$ cat config.mk
export PLATFORM = sky130hd
export DESIGN_NAME = wdog_twostage
export DESIGN_NICKNAME = d
export VERILOG_FILES = /design/src/rtl/wdog_pkg.sv /design/src/rtl/wdog_reload.sv /design/src/rtl/wdog_pulse.sv /design/src/rtl/wdog_core.sv /design/src/rtl/wdog_regs.sv /design/src/rtl/wdog_twostage.sv
export SDC_FILE = /design/constraint.sdc
export NUM_CORES = 1
export LEC_CHECK = 0
export ABC_AREA = 0
export ABC_CLOCK_PERIOD_IN_PS = 2300
export BUFFER_PORTS_ARGS = -buffer_cell sky130_fd_sc_hd__buf_2
export CORE_MARGIN = 1
export CORE_UTILIZATION = 23
export DETAILED_ROUTE_END_ITERATION = 10
export PLACE_DENSITY = 0.4
export SYNTH_ARGS = -nofsm -noshare
export SYNTH_HDL_FRONTEND = slang
export SYNTH_SLANG_ARGS = --single-unit
export TNS_END_PERCENT = 100
$ cat constraint.sdc
create_clock -name clk -period 2.3 [get_ports clk]
set_input_delay 0.115 -clock clk [delete_from_list [all_inputs] [get_ports clk]]
set_output_delay 0.115 -clock clk [all_outputs]
set_load 0.02 [all_outputs]
$ cat src/rtl/wdog_pkg.sv
package wdog_pkg;
  localparam int ADDR_W = 8;
  localparam int DATA_W = 32;
  localparam int SEL_W  = 4;

  localparam logic [ADDR_W-1:0] A_CTRL   = 8'h00;
  localparam logic [ADDR_W-1:0] A_TRANGE = 8'h04;
  localparam logic [ADDR_W-1:0] A_COUNT  = 8'h08;
  localparam logic [ADDR_W-1:0] A_KICK   = 8'h0c;
  localparam logic [ADDR_W-1:0] A_STAT   = 8'h10;
  localparam logic [ADDR_W-1:0] A_CLR    = 8'h14;
  localparam logic [ADDR_W-1:0] A_PARAM  = 8'hf4;

  localparam logic [DATA_W-1:0] KICK_KEY = 32'h0000_0076;
  localparam int PARAM_FIXED_BIT = 6;

  typedef enum logic [1:0] {
    ST_IDLE = 2'd0,
    ST_RUN  = 2'd1,
    ST_DONE = 2'd2
  } wdog_state_e;
endpackage

$ cat src/rtl/wdog_reload.sv
// Turns a period selector into an all-ones reload value of the matching length.
module wdog_reload #(
  parameter int BASE  = 16,
  parameter int SEL_W = 4,
  parameter int CW    = 31
) (
  input  logic [SEL_W-1:0] sel_i,
  output logic [CW-1:0]    value_o
);
  localparam logic [SEL_W-1:0] MAX_SEL = '1;
  localparam logic [CW-1:0]    ONES    = '1;

  logic [SEL_W-1:0] shamt;

  // largest selector keeps every bit; each step down drops one top bit
  assign shamt   = MAX_SEL - sel_i;
  assign value_o = ONES >> shamt;
endmodule

$ cat src/rtl/wdog_pulse.sv
// Fixed-length reset request pulse, started by a single-cycle fire strobe.
module wdog_pulse #(
  parameter int LEN = 8
) (
  input  logic clk,
  input  logic rst,
  input  logic fire_i,
  output logic pulse_o
);
  localparam int PW = $clog2(LEN + 1);

  logic [PW-1:0] left_q;
  logic          q;

  always_ff @(posedge clk) begin
    if (rst) begin
      q      <= 1'b0;
      left_q <= '0;
    end else if (fire_i) begin
      q      <= 1'b1;
      left_q <= PW'(LEN - 1);
    end else if (left_q != '0) begin
      left_q <= left_q - 1'b1;
    end else begin
      q <= 1'b0;
    end
  end

  assign pulse_o = q;

  // the pulse may not drop while cycles remain
  p_pulse_hold_r4: assert property (@(posedge clk) disable iff (rst)
    (q && left_q != '0) |=> q);
endmodule

$ cat src/rtl/wdog_core.sv
// Down-counter with the two-stage expiry sequencing.
module wdog_core
  import wdog_pkg::*;
#(
  parameter int BASE  = 16,
  parameter int SEL_W = 4,
  parameter int CW    = 31
) (
  input  logic             clk,
  input  logic             rst,
  input  logic             start_i,
  input  logic             kick_i,
  input  logic             clr_i,
  input  logic             mode_i,
  input  logic [SEL_W-1:0] sel_norm_i,
  input  logic [SEL_W-1:0] sel_init_i,
  output logic [CW-1:0]    cnt_o,
  output logic             irq_o,
  output logic             fire_o
);
  localparam int NSRC  = 3;
  localparam int S_INI = 0;
  localparam int S_NRM = 1;
  localparam int S_ACT = 2;

  wdog_state_e      state_q;
  logic [CW-1:0]    cnt_q;
  logic             irq_q;
  logic [SEL_W-1:0] sel_act_q;

  logic [SEL_W-1:0] sel_src [NSRC];
  logic [CW-1:0]    reload  [NSRC];

  assign sel_src[S_INI] = sel_init_i;
  assign sel_src[S_NRM] = sel_norm_i;
  assign sel_src[S_ACT] = sel_act_q;

  for (genvar g = 0; g < NSRC; g++) begin : g_rld
    wdog_reload #(.BASE(BASE), .SEL_W(SEL_W), .CW(CW)) u_rld (
      .sel_i   (sel_src[g]),
      .value_o (reload[g])
    );
  end

  logic running, at_zero, expire, first_stage;

  assign running     = (state_q == ST_RUN);
  assign at_zero     = (cnt_q == '0);
  assign expire      = running && !kick_i && at_zero;
  assign first_stage = expire && mode_i && !irq_q;
  assign fire_o      = expire && !first_stage;

  always_ff @(posedge clk) begin
    if (rst) begin
      state_q   <= ST_IDLE;
      cnt_q     <= '0;
      irq_q     <= 1'b0;
      sel_act_q <= '0;
    end else begin
      if (clr_i) irq_q <= 1'b0;
      case (state_q)
        ST_IDLE: begin
          if (start_i) begin
            cnt_q     <= reload[S_INI];
            sel_act_q <= sel_norm_i;
            state_q   <= ST_RUN;
          end
        end
        ST_RUN: begin
          if (kick_i) begin
            cnt_q     <= reload[S_NRM];
            sel_act_q <= sel_norm_i;
            irq_q     <= 1'b0;
          end else if (!at_zero) begin
            cnt_q <= cnt_q - 1'b1;
          end else if (first_stage) begin
            irq_q <= 1'b1;
            cnt_q <= reload[S_ACT];
          end else begin
            state_q <= ST_DONE;
          end
        end
        default: ;
      endcase
    end
  end

  assign cnt_o = cnt_q;
  assign irq_o = irq_q;

  // an interrupt only rises while interrupt-first mode is selected
  p_irq_needs_mode_r5: assert property (@(posedge clk) disable iff (rst)
    $rose(irq_q) |-> $past(mode_i));

  // a restart while running leaves nothing pending
  p_kick_clears_irq_r6: assert property (@(posedge clk) disable iff (rst)
    (kick_i && running) |=> !irq_q);

  // a clearing read away from an expiry leaves nothing pending
  p_clear_read_r7: assert property (@(posedge clk) disable iff (rst)
    (clr_i && running && !at_zero) |=> !irq_q);

  // once the reset request is issued the counter is frozen
  p_halt_after_fire_r4: assert property (@(posedge clk) disable iff (rst)
    (state_q == ST_DONE) |=> ($stable(cnt_q) && state_q == ST_DONE));
endmodule

$ cat src/rtl/wdog_regs.sv
// Register decode, storage and registered read port.
module wdog_regs
  import wdog_pkg::*;
#(
  parameter bit              FIXED_PERIODS = 1'b0,
  parameter logic [2*SEL_W-1:0] RESET_TRANGE = '0,
  parameter int              CW            = 31
) (
  input  logic              clk,
  input  logic              rst,
  input  logic              bus_sel,
  input  logic              bus_wr,
  input  logic              bus_rd,
  input  logic [ADDR_W-1:0] bus_addr,
  input  logic [DATA_W-1:0] bus_wdata,
  input  logic [CW-1:0]     cnt_i,
  input  logic              irq_i,
  output logic              mode_o,
  output logic [SEL_W-1:0]  sel_norm_o,
  output logic [SEL_W-1:0]  sel_init_o,
  output logic              start_o,
  output logic              kick_o,
  output logic              clr_o,
  output logic [DATA_W-1:0] bus_rdata
);
  logic               wr_go, rd_go;
  logic               en_q, mode_q;
  logic [2*SEL_W-1:0] trange;
  logic [DATA_W-1:0]  rdata_q;
  logic [DATA_W-1:0]  rd_mux;

  assign wr_go = bus_sel && bus_wr;
  assign rd_go = bus_sel && bus_rd;

  always_ff @(posedge clk) begin
    if (rst) begin
      en_q   <= 1'b0;
      mode_q <= 1'b0;
    end else if (wr_go && bus_addr == A_CTRL) begin
      en_q   <= en_q | bus_wdata[0];
      mode_q <= bus_wdata[1];
    end
  end

  if (FIXED_PERIODS) begin : g_fixed
    assign trange = RESET_TRANGE;
  end else begin : g_prog
    always_ff @(posedge clk) begin
      if (rst)                                trange <= RESET_TRANGE;
      else if (wr_go && bus_addr == A_TRANGE) trange <= bus_wdata[2*SEL_W-1:0];
    end
  end

  assign start_o    = wr_go && bus_addr == A_CTRL && bus_wdata[0] && !en_q;
  assign kick_o     = wr_go && bus_addr == A_KICK && bus_wdata == KICK_KEY;
  assign clr_o      = rd_go && bus_addr == A_CLR;
  assign mode_o     = mode_q;
  assign sel_norm_o = trange[SEL_W-1:0];
  assign sel_init_o = trange[2*SEL_W-1:SEL_W];

  always_comb begin
    rd_mux = '0;
    case (bus_addr)
      A_CTRL:   rd_mux = {{(DATA_W-2){1'b0}}, mode_q, en_q};
      A_TRANGE: rd_mux = DATA_W'(trange);
      A_COUNT:  rd_mux = DATA_W'(cnt_i);
      A_STAT:   rd_mux = {{(DATA_W-1){1'b0}}, irq_i};
      A_CLR:    rd_mux = {{(DATA_W-1){1'b0}}, irq_i};
      A_PARAM:  rd_mux[PARAM_FIXED_BIT] = FIXED_PERIODS;
      default:  rd_mux = '0;
    endcase
  end

  always_ff @(posedge clk) begin
    if (rst)        rdata_q <= '0;
    else if (rd_go) rdata_q <= rd_mux;
  end

  assign bus_rdata = rdata_q;

  // the enable is sticky until reset
  p_enable_sticky_r2: assert property (@(posedge clk) disable iff (rst)
    en_q |=> en_q);

  // read data changes only in answer to a read strobe
  p_rdata_on_read_r10: assert property (@(posedge clk) disable iff (rst)
    !rd_go |=> $stable(rdata_q));
endmodule

$ cat src/rtl/wdog_twostage.sv
module wdog_twostage
  import wdog_pkg::*;
#(
  parameter int   PERIOD_LOG2_MIN  = 16,
  parameter int   RST_PULSE_CYCLES = 8,
  parameter bit   FIXED_PERIODS    = 1'b0,
  parameter logic [7:0] RESET_TRANGE = 8'h00
) (
  input  logic        clk,
  input  logic        rst,
  input  logic        bus_sel,
  input  logic        bus_wr,
  input  logic        bus_rd,
  input  logic [7:0]  bus_addr,
  input  logic [31:0] bus_wdata,
  output logic [31:0] bus_rdata,
  output logic        wdt_irq,
  output logic        wdt_rst_req
);
  localparam int CW = PERIOD_LOG2_MIN + (1 << SEL_W) - 1;

  logic             mode, start, kick, clr, irq, fire;
  logic [SEL_W-1:0] sel_norm, sel_init;
  logic [CW-1:0]    cnt;

  wdog_regs #(
    .FIXED_PERIODS (FIXED_PERIODS),
    .RESET_TRANGE  (RESET_TRANGE),
    .CW            (CW)
  ) u_regs (
    .clk        (clk),
    .rst        (rst),
    .bus_sel    (bus_sel),
    .bus_wr     (bus_wr),
    .bus_rd     (bus_rd),
    .bus_addr   (bus_addr),
    .bus_wdata  (bus_wdata),
    .cnt_i      (cnt),
    .irq_i      (irq),
    .mode_o     (mode),
    .sel_norm_o (sel_norm),
    .sel_init_o (sel_init),
    .start_o    (start),
    .kick_o     (kick),
    .clr_o      (clr),
    .bus_rdata  (bus_rdata)
  );

  wdog_core #(
    .BASE  (PERIOD_LOG2_MIN),
    .SEL_W (SEL_W),
    .CW    (CW)
  ) u_core (
    .clk        (clk),
    .rst        (rst),
    .start_i    (start),
    .kick_i     (kick),
    .clr_i      (clr),
    .mode_i     (mode),
    .sel_norm_i (sel_norm),
    .sel_init_i (sel_init),
    .cnt_o      (cnt),
    .irq_o      (irq),
    .fire_o     (fire)
  );

  wdog_pulse #(.LEN(RST_PULSE_CYCLES)) u_pulse (
    .clk     (clk),
    .rst     (rst),
    .fire_i  (fire),
    .pulse_o (wdt_rst_req)
  );

  assign wdt_irq = irq;

  // no interrupt ever rises in reset mode
  p_no_irq_reset_mode_r4: assert property (@(posedge clk) disable iff (rst)
    (!mode && !irq) |=> !irq);
endmodule

Yosys cells after proc, flatten, opt, wreduce, memory -nomap -nowiden:

Index checks and enable logic that the tools add are counted.
Widths: inputs -> output; s select.

* register bits: 85
* input bits: 45
* output and inout port bits: 34
* logic and storage cells: 88

* $add $sub $neg: 5
* eq/ne operators: 14
* shift operators: 3
* muxes and demuxes: 25
* bitwise operators: 1
* reduce and logical (&&, ||, !) cells: 29

Operators with widths (number)
* $mux 31: 4
* $shr 31x4->31 const A: 3
* $pmux 31 s2: 1
* $pmux 24 s2: 1
* $eq 32x7->1 const B: 1
* $logic_not 31->1: 1
* $sub 31x1->31 const B: 1
* $pmux 6 s4: 1
* $eq 8x4->1 const B: 2
* $eq 8x5->1 const B: 2
* $logic_and 1x1->1: 14
* $sub 4x4->4 const A: 3
* $ne 2x2->1 const B: 5
* $eq 8x3->1 const B: 1
* $logic_not 8->1: 1
* $mux 2: 4
* $mux 4: 2
* $pmux 4 s2: 1
* $mux 1: 7
* $mux 3: 2
* $reduce_and 3->1: 2
* $reduce_and 5->1: 1
* $logic_not 1->1: 4
* $ne 4x3->1 const B: 1
* 10 further kinds: 12

Logic depth before layout (Yosys ltp):

* word-level depth: 12
* gate-level depth with buffers: 10
* gate-level depth less buffers: 8

Cells and area by module:

From an unflattened synthesis, not the netlist that was laid out.

* cell total of the unflattened synthesis: 718
* area total of the unflattened synthesis: 5683.0 µm²

Modules (own cells, without submodules)
* wdog_core: instances 1, cells each 406, area each 2930.3 µm², seq. area each 760.7 µm²
* wdog_regs: instances 1, cells each 165, area each 1720.4 µm², seq. area each 820.8 µm²
* wdog_reload: instances 3, cells each 41, area each 267.8 µm², seq. area each 0.0 µm²
* wdog_pulse: instances 1, cells each 24, area each 229.0 µm², seq. area each 100.1 µm²

Worst setup path after synthesis:

Ideal clock, no wire load.

* path kind: reg2reg
* start: reg u_core.cnt_q[0], in the netlist u_core.cnt_o[0]
* end: reg u_core.cnt_q[30], in the netlist u_core.cnt_o[30]
* setup time: 0.117 ns
* data arrival time: 2.299 ns
* data required time: 2.183 ns
* setup slack: -0.116 ns
* cell stages (with the launch flop): 10
* buffers on the path: 2
* period minus slack after synthesis: 2.416 ns
* cell sequence: dfxtp_1 > inv_1 > ha_1 > nor4b_4 > nand4_4 > or3_4 > o31a_1 > buf_6 > buf_6 > a32o_1

* cells in the longest elaborated chain, start to end: 6

RTL lines
* from (decl): RTL line wdog_core.sv:27 `logic [CW-1:0] cnt_q;`
* from (signal assigned): RTL line wdog_core.sv:64 `cnt_q <= reload[S_INI];`
* from (signal assigned): RTL line wdog_core.sv:71 `cnt_q <= reload[S_NRM];`
* from (signal assigned): RTL line wdog_core.sv:75 `cnt_q <= cnt_q - 1'b1;`
* parallel branches: the longest is 6 deep, another holds $sub 31x1->31

Parallel ways; which one is timed is not known.
A chain may end at the register's enable or synchronous reset.

Worst setup path after layout:

* start: reg u_core.cnt_q[1], in the netlist u_core.cnt_o[1]
* end: reg u_core.cnt_q[30], in the netlist u_core.cnt_o[30]

The elaborated chain is that of the path after synthesis.

==> summary.md <==
| Metric | Value |
|---|---|
| Most used cell, CP | buf_6 |
| Library cells used by synthesis | 69 |
| Core Area | about 20000 um2 |
| Main synth FF type | dfxtp_1 |
| Max Cap Viol | 0 |
| Final period utilization | 0.993 |
| Number of global-route vias before repair | ~4900 |
| Hold path depth | 3 |
| Pwr/cell area | about 530 nW/um2 |
| Worst Reg-to-Reg Cells | 9 |
| EDFF count, synth | 0 |
| Worst Path Buf+Inv | 3 |
| FF+latch count, synth | 84 |
| Die ar. | around 21000 um2 |
| Seq/Total Area, Yosys | 0.360 |
| FF-to-FF End | u_core.cnt_o[30] |
| I/O Pins | 79 |
| First-pass iteration count of the detailed router | 4 |
| RSZ-0062 raised after global routing | true |
| Max Freq | 0.438 GHz |
| Synth Instances | roughly 590 |
| Placed Cells | 987 |
| Via density | 5.01 |
| # rows | between 50 and 60 |
| First-pass GRT wire length | ~27000 um |
| Final min period | around 2.3 ns |
| DR iter-0 viols | just over 300 |
| Syn_nets | 639 |
| Clock latency on the worst-skew pair | roughly 0.35 ns |
| Final setup violation count | 0 |
| Initial core utilization | 0.237 |
| H-tree Lvls | 3 |
| Top-count cell post-synth | dfxtp_1 |
| Top post-synthesis cells by area | dfxtp_1, a21oi_1, nand3_1, nor2_1, o21ai_0 |
| Worst R2R Setup Slack | between 0.015 and 0.02 ns |
| CTS Hold Bufs | 0 |
| Outcome | completed |
| Grt total ovfl | 0 |
| Post-synth ARST share | 0 |
| Via Count | 5043 |
| DRT Wirelength | between 15000 and 20000 um |
| Port Buf Inserts | 77 |
| Final Hold Viols | 0 |
| Worst Hold End | u_regs.trange[5] |
| Worst-path clk slew | roughly 0.060 ns |
| Synth area leader | dfxtp_1 |
| Worst-margin pin slew | ~0.84 ns |
| Worst hold path type | in -> reg |
| Worst Clk Skew | around 0.012 ns |
| Fin Hold WS | between 0.02 and 0.025 ns |
| Min-delay src | bus_wdata[5] |
| Layout area overhead | 36.3% |
| Top post-synthesis cells by count | dfxtp_1, a21oi_1, nor2_1, nand2_1, nand3_1 |
| Slowest CP cell | or3_4 |
| Worst VDD drop | roughly 0.32 mV |
| Post-synth top area share | 0.360 |
| Cts bufs inserted | 9 |
| Root Driver | clkbuf_16 |
| Drt drc | 0 |
| Maximum root-to-sink buffer count | 2 |
| Die Y | between 100 and 150 um |
| CP Cell Sequence | inv_2 -> ha_4 -> nor4b_4 -> nand4_4 -> or3_4 -> o31a_1 -> buf_6 -> buf_6 -> a32o_1 |
| Synth warn | 0 |
| Nets | ~790 |
| Non-Filler Instances | ~1000 |
| WS Path Type | reg -> reg |
| RR Startpoint | u_core.cnt_o[1] |
| Netlist Area Pre-Place | roughly 4700 um2 |
| Mean area per synthesized cell | between 7 and 8 um2 |
| Final-report max-slew violation count | 0 |
| Critical Path Max Stage Delay | 0.39 ns |
| GP Congestion | 0.870 |
| Startpoint Class | register |
| Crit end category | register |
| CP delay by family, top | simple AND/OR/NAND/NOR gates |
| Post-DR wirelength/cell | 16.7 um |
| Antenna violations before repair | 0 |
| Gr usage total | 0.168 |
| Crit path DAT | about 2.5 ns |
| CTS tree | built |
| Max-slew headroom | 0.438 |
| Worst path required time | 2.54 ns |
| Share of layout cells above drive strength 1 | 0.309 |
| Clk sink count | 84 |
| Die W | between 100 and 150 um |
| Antenna viol nets, final | 0 |
| Crit path max fanout | 7 |
| Total leakage power | roughly 2.6 nW |
| Tot Pwr | approximately 3.4 mW |
| Largest net degree at the start of global routing | 66 |
| Post-DP HPWL | roughly 12000 um |
| Antenna cells | 0 |
-- cells by family after synthesis --
kind of cell	Yosys count	synth area share
xor gates and xnor gates	8	0.0150
AOI/OAI and AO/OA	176	0.241
other	1	0.000802
muxes	13	0.0286
buffers and inverters	62	0.0591
DFF	84	0.360
and+or+nand+nor	244	0.288
adders and majority gates	3	0.00803
-- per-layer routing --
layer / vias up / global-route usage / share of wire
li1: 2517 / - / -
met1: 2391 / 0.230 / 0.51
met2: 127 / 0.264 / 0.45
met3: 8 / 0.0338 / 0.031
met4: 0 / 0.0543 / 0.0076
met5: - / 0 / 0
-- stage by stage --
step                TNS, ns  area, um2  utilization  setup slack (ns)
floorplan                 0       4690            -           0.00340
global placement     -0.607       5960        0.302            -0.115
detailed placement   -0.959       5960        0.302            -0.155
CTS                  -0.293       6300        0.319           -0.0477
global route         -0.736       6370        0.323           -0.0587
finish                    0       6370        0.323            0.0152
-- worst reg2reg max path, cell delays in order, from the launching register on --
cell and delay, ns:
dfxtp_2 0.32, inv_2 0.07, ha_4 0.14, nor4b_4 0.27, nand4_4 0.15, or3_4 0.39, o31a_1 0.33, buf_6 0.17
buf_6 0.13, a32o_1 0.23
-- power by group --
group	total [mW]	switching [mW]	internal, mW
Sequential	1.52	0.0271	1.49
Combinational	0.364	0.195	0.170
Clock	1.47	0.587	0.887
-- registers in the layout (all words and copies together) (netlist names) --
register          count
u_core.irq_o          1
u_regs.trange         8
u_regs.en_q           1
u_pulse.left_q        4
u_regs.bus_rdata     31
u_core.cnt_o         31
u_core.state_q        2
u_core.sel_act_q      4
u_regs.mode_o         1
u_pulse.pulse_o       1
-- cell usage in the layout, fill, tap and decap left out, types with 10 or more instances in the layout --
cell type	n
buf_4	105
dfxtp_1	82
buf_2	77
a21oi_1	56
nor2_1	46
nand2_1	44
nand3_1	39
o21ai_0	28
nor3_1	25
nand4_1	17
a31oi_1	15
inv_1	12
nor4_1	10
or4_1	10
mux2i_1	10
-- how the worst max path moves through the flow --
stage	startpoint	endpoint	cells past startpoint
6_report	u_core.cnt_o[1]	u_core.cnt_o[30]	9
5_1_grt	u_core.cnt_o[1]	u_core.cnt_o[17]	10
4_1_cts	u_core.cnt_o[0]	u_core.cnt_o[30]	9
3_5_place_dp	bus_wdata[0]	u_core.cnt_o[20]	8
3_3_place_gp	u_core.cnt_o[1]	u_core.cnt_o[30]	11
2_1_floorplan	u_core.cnt_o[1]	u_core.cnt_o[30]	9
-- area by class of cell --
class,count,area [um2]
well taps,265,332
repair buffers,185,1220
clock buffers,12,256
inverters,14,52.6
multi-input cells,445,2800
clock inverters,2,35.0
fillers,2102,13300
flip-flops and latches,84,1680
-- timing repair --
item,in CTS,in global routing
endpoints found under the setup margin,17,31
pin swaps,5,10
resized for setup,5,15
setup buffers,3,3
Note: power is estimated with default switching activity, not from simulation.
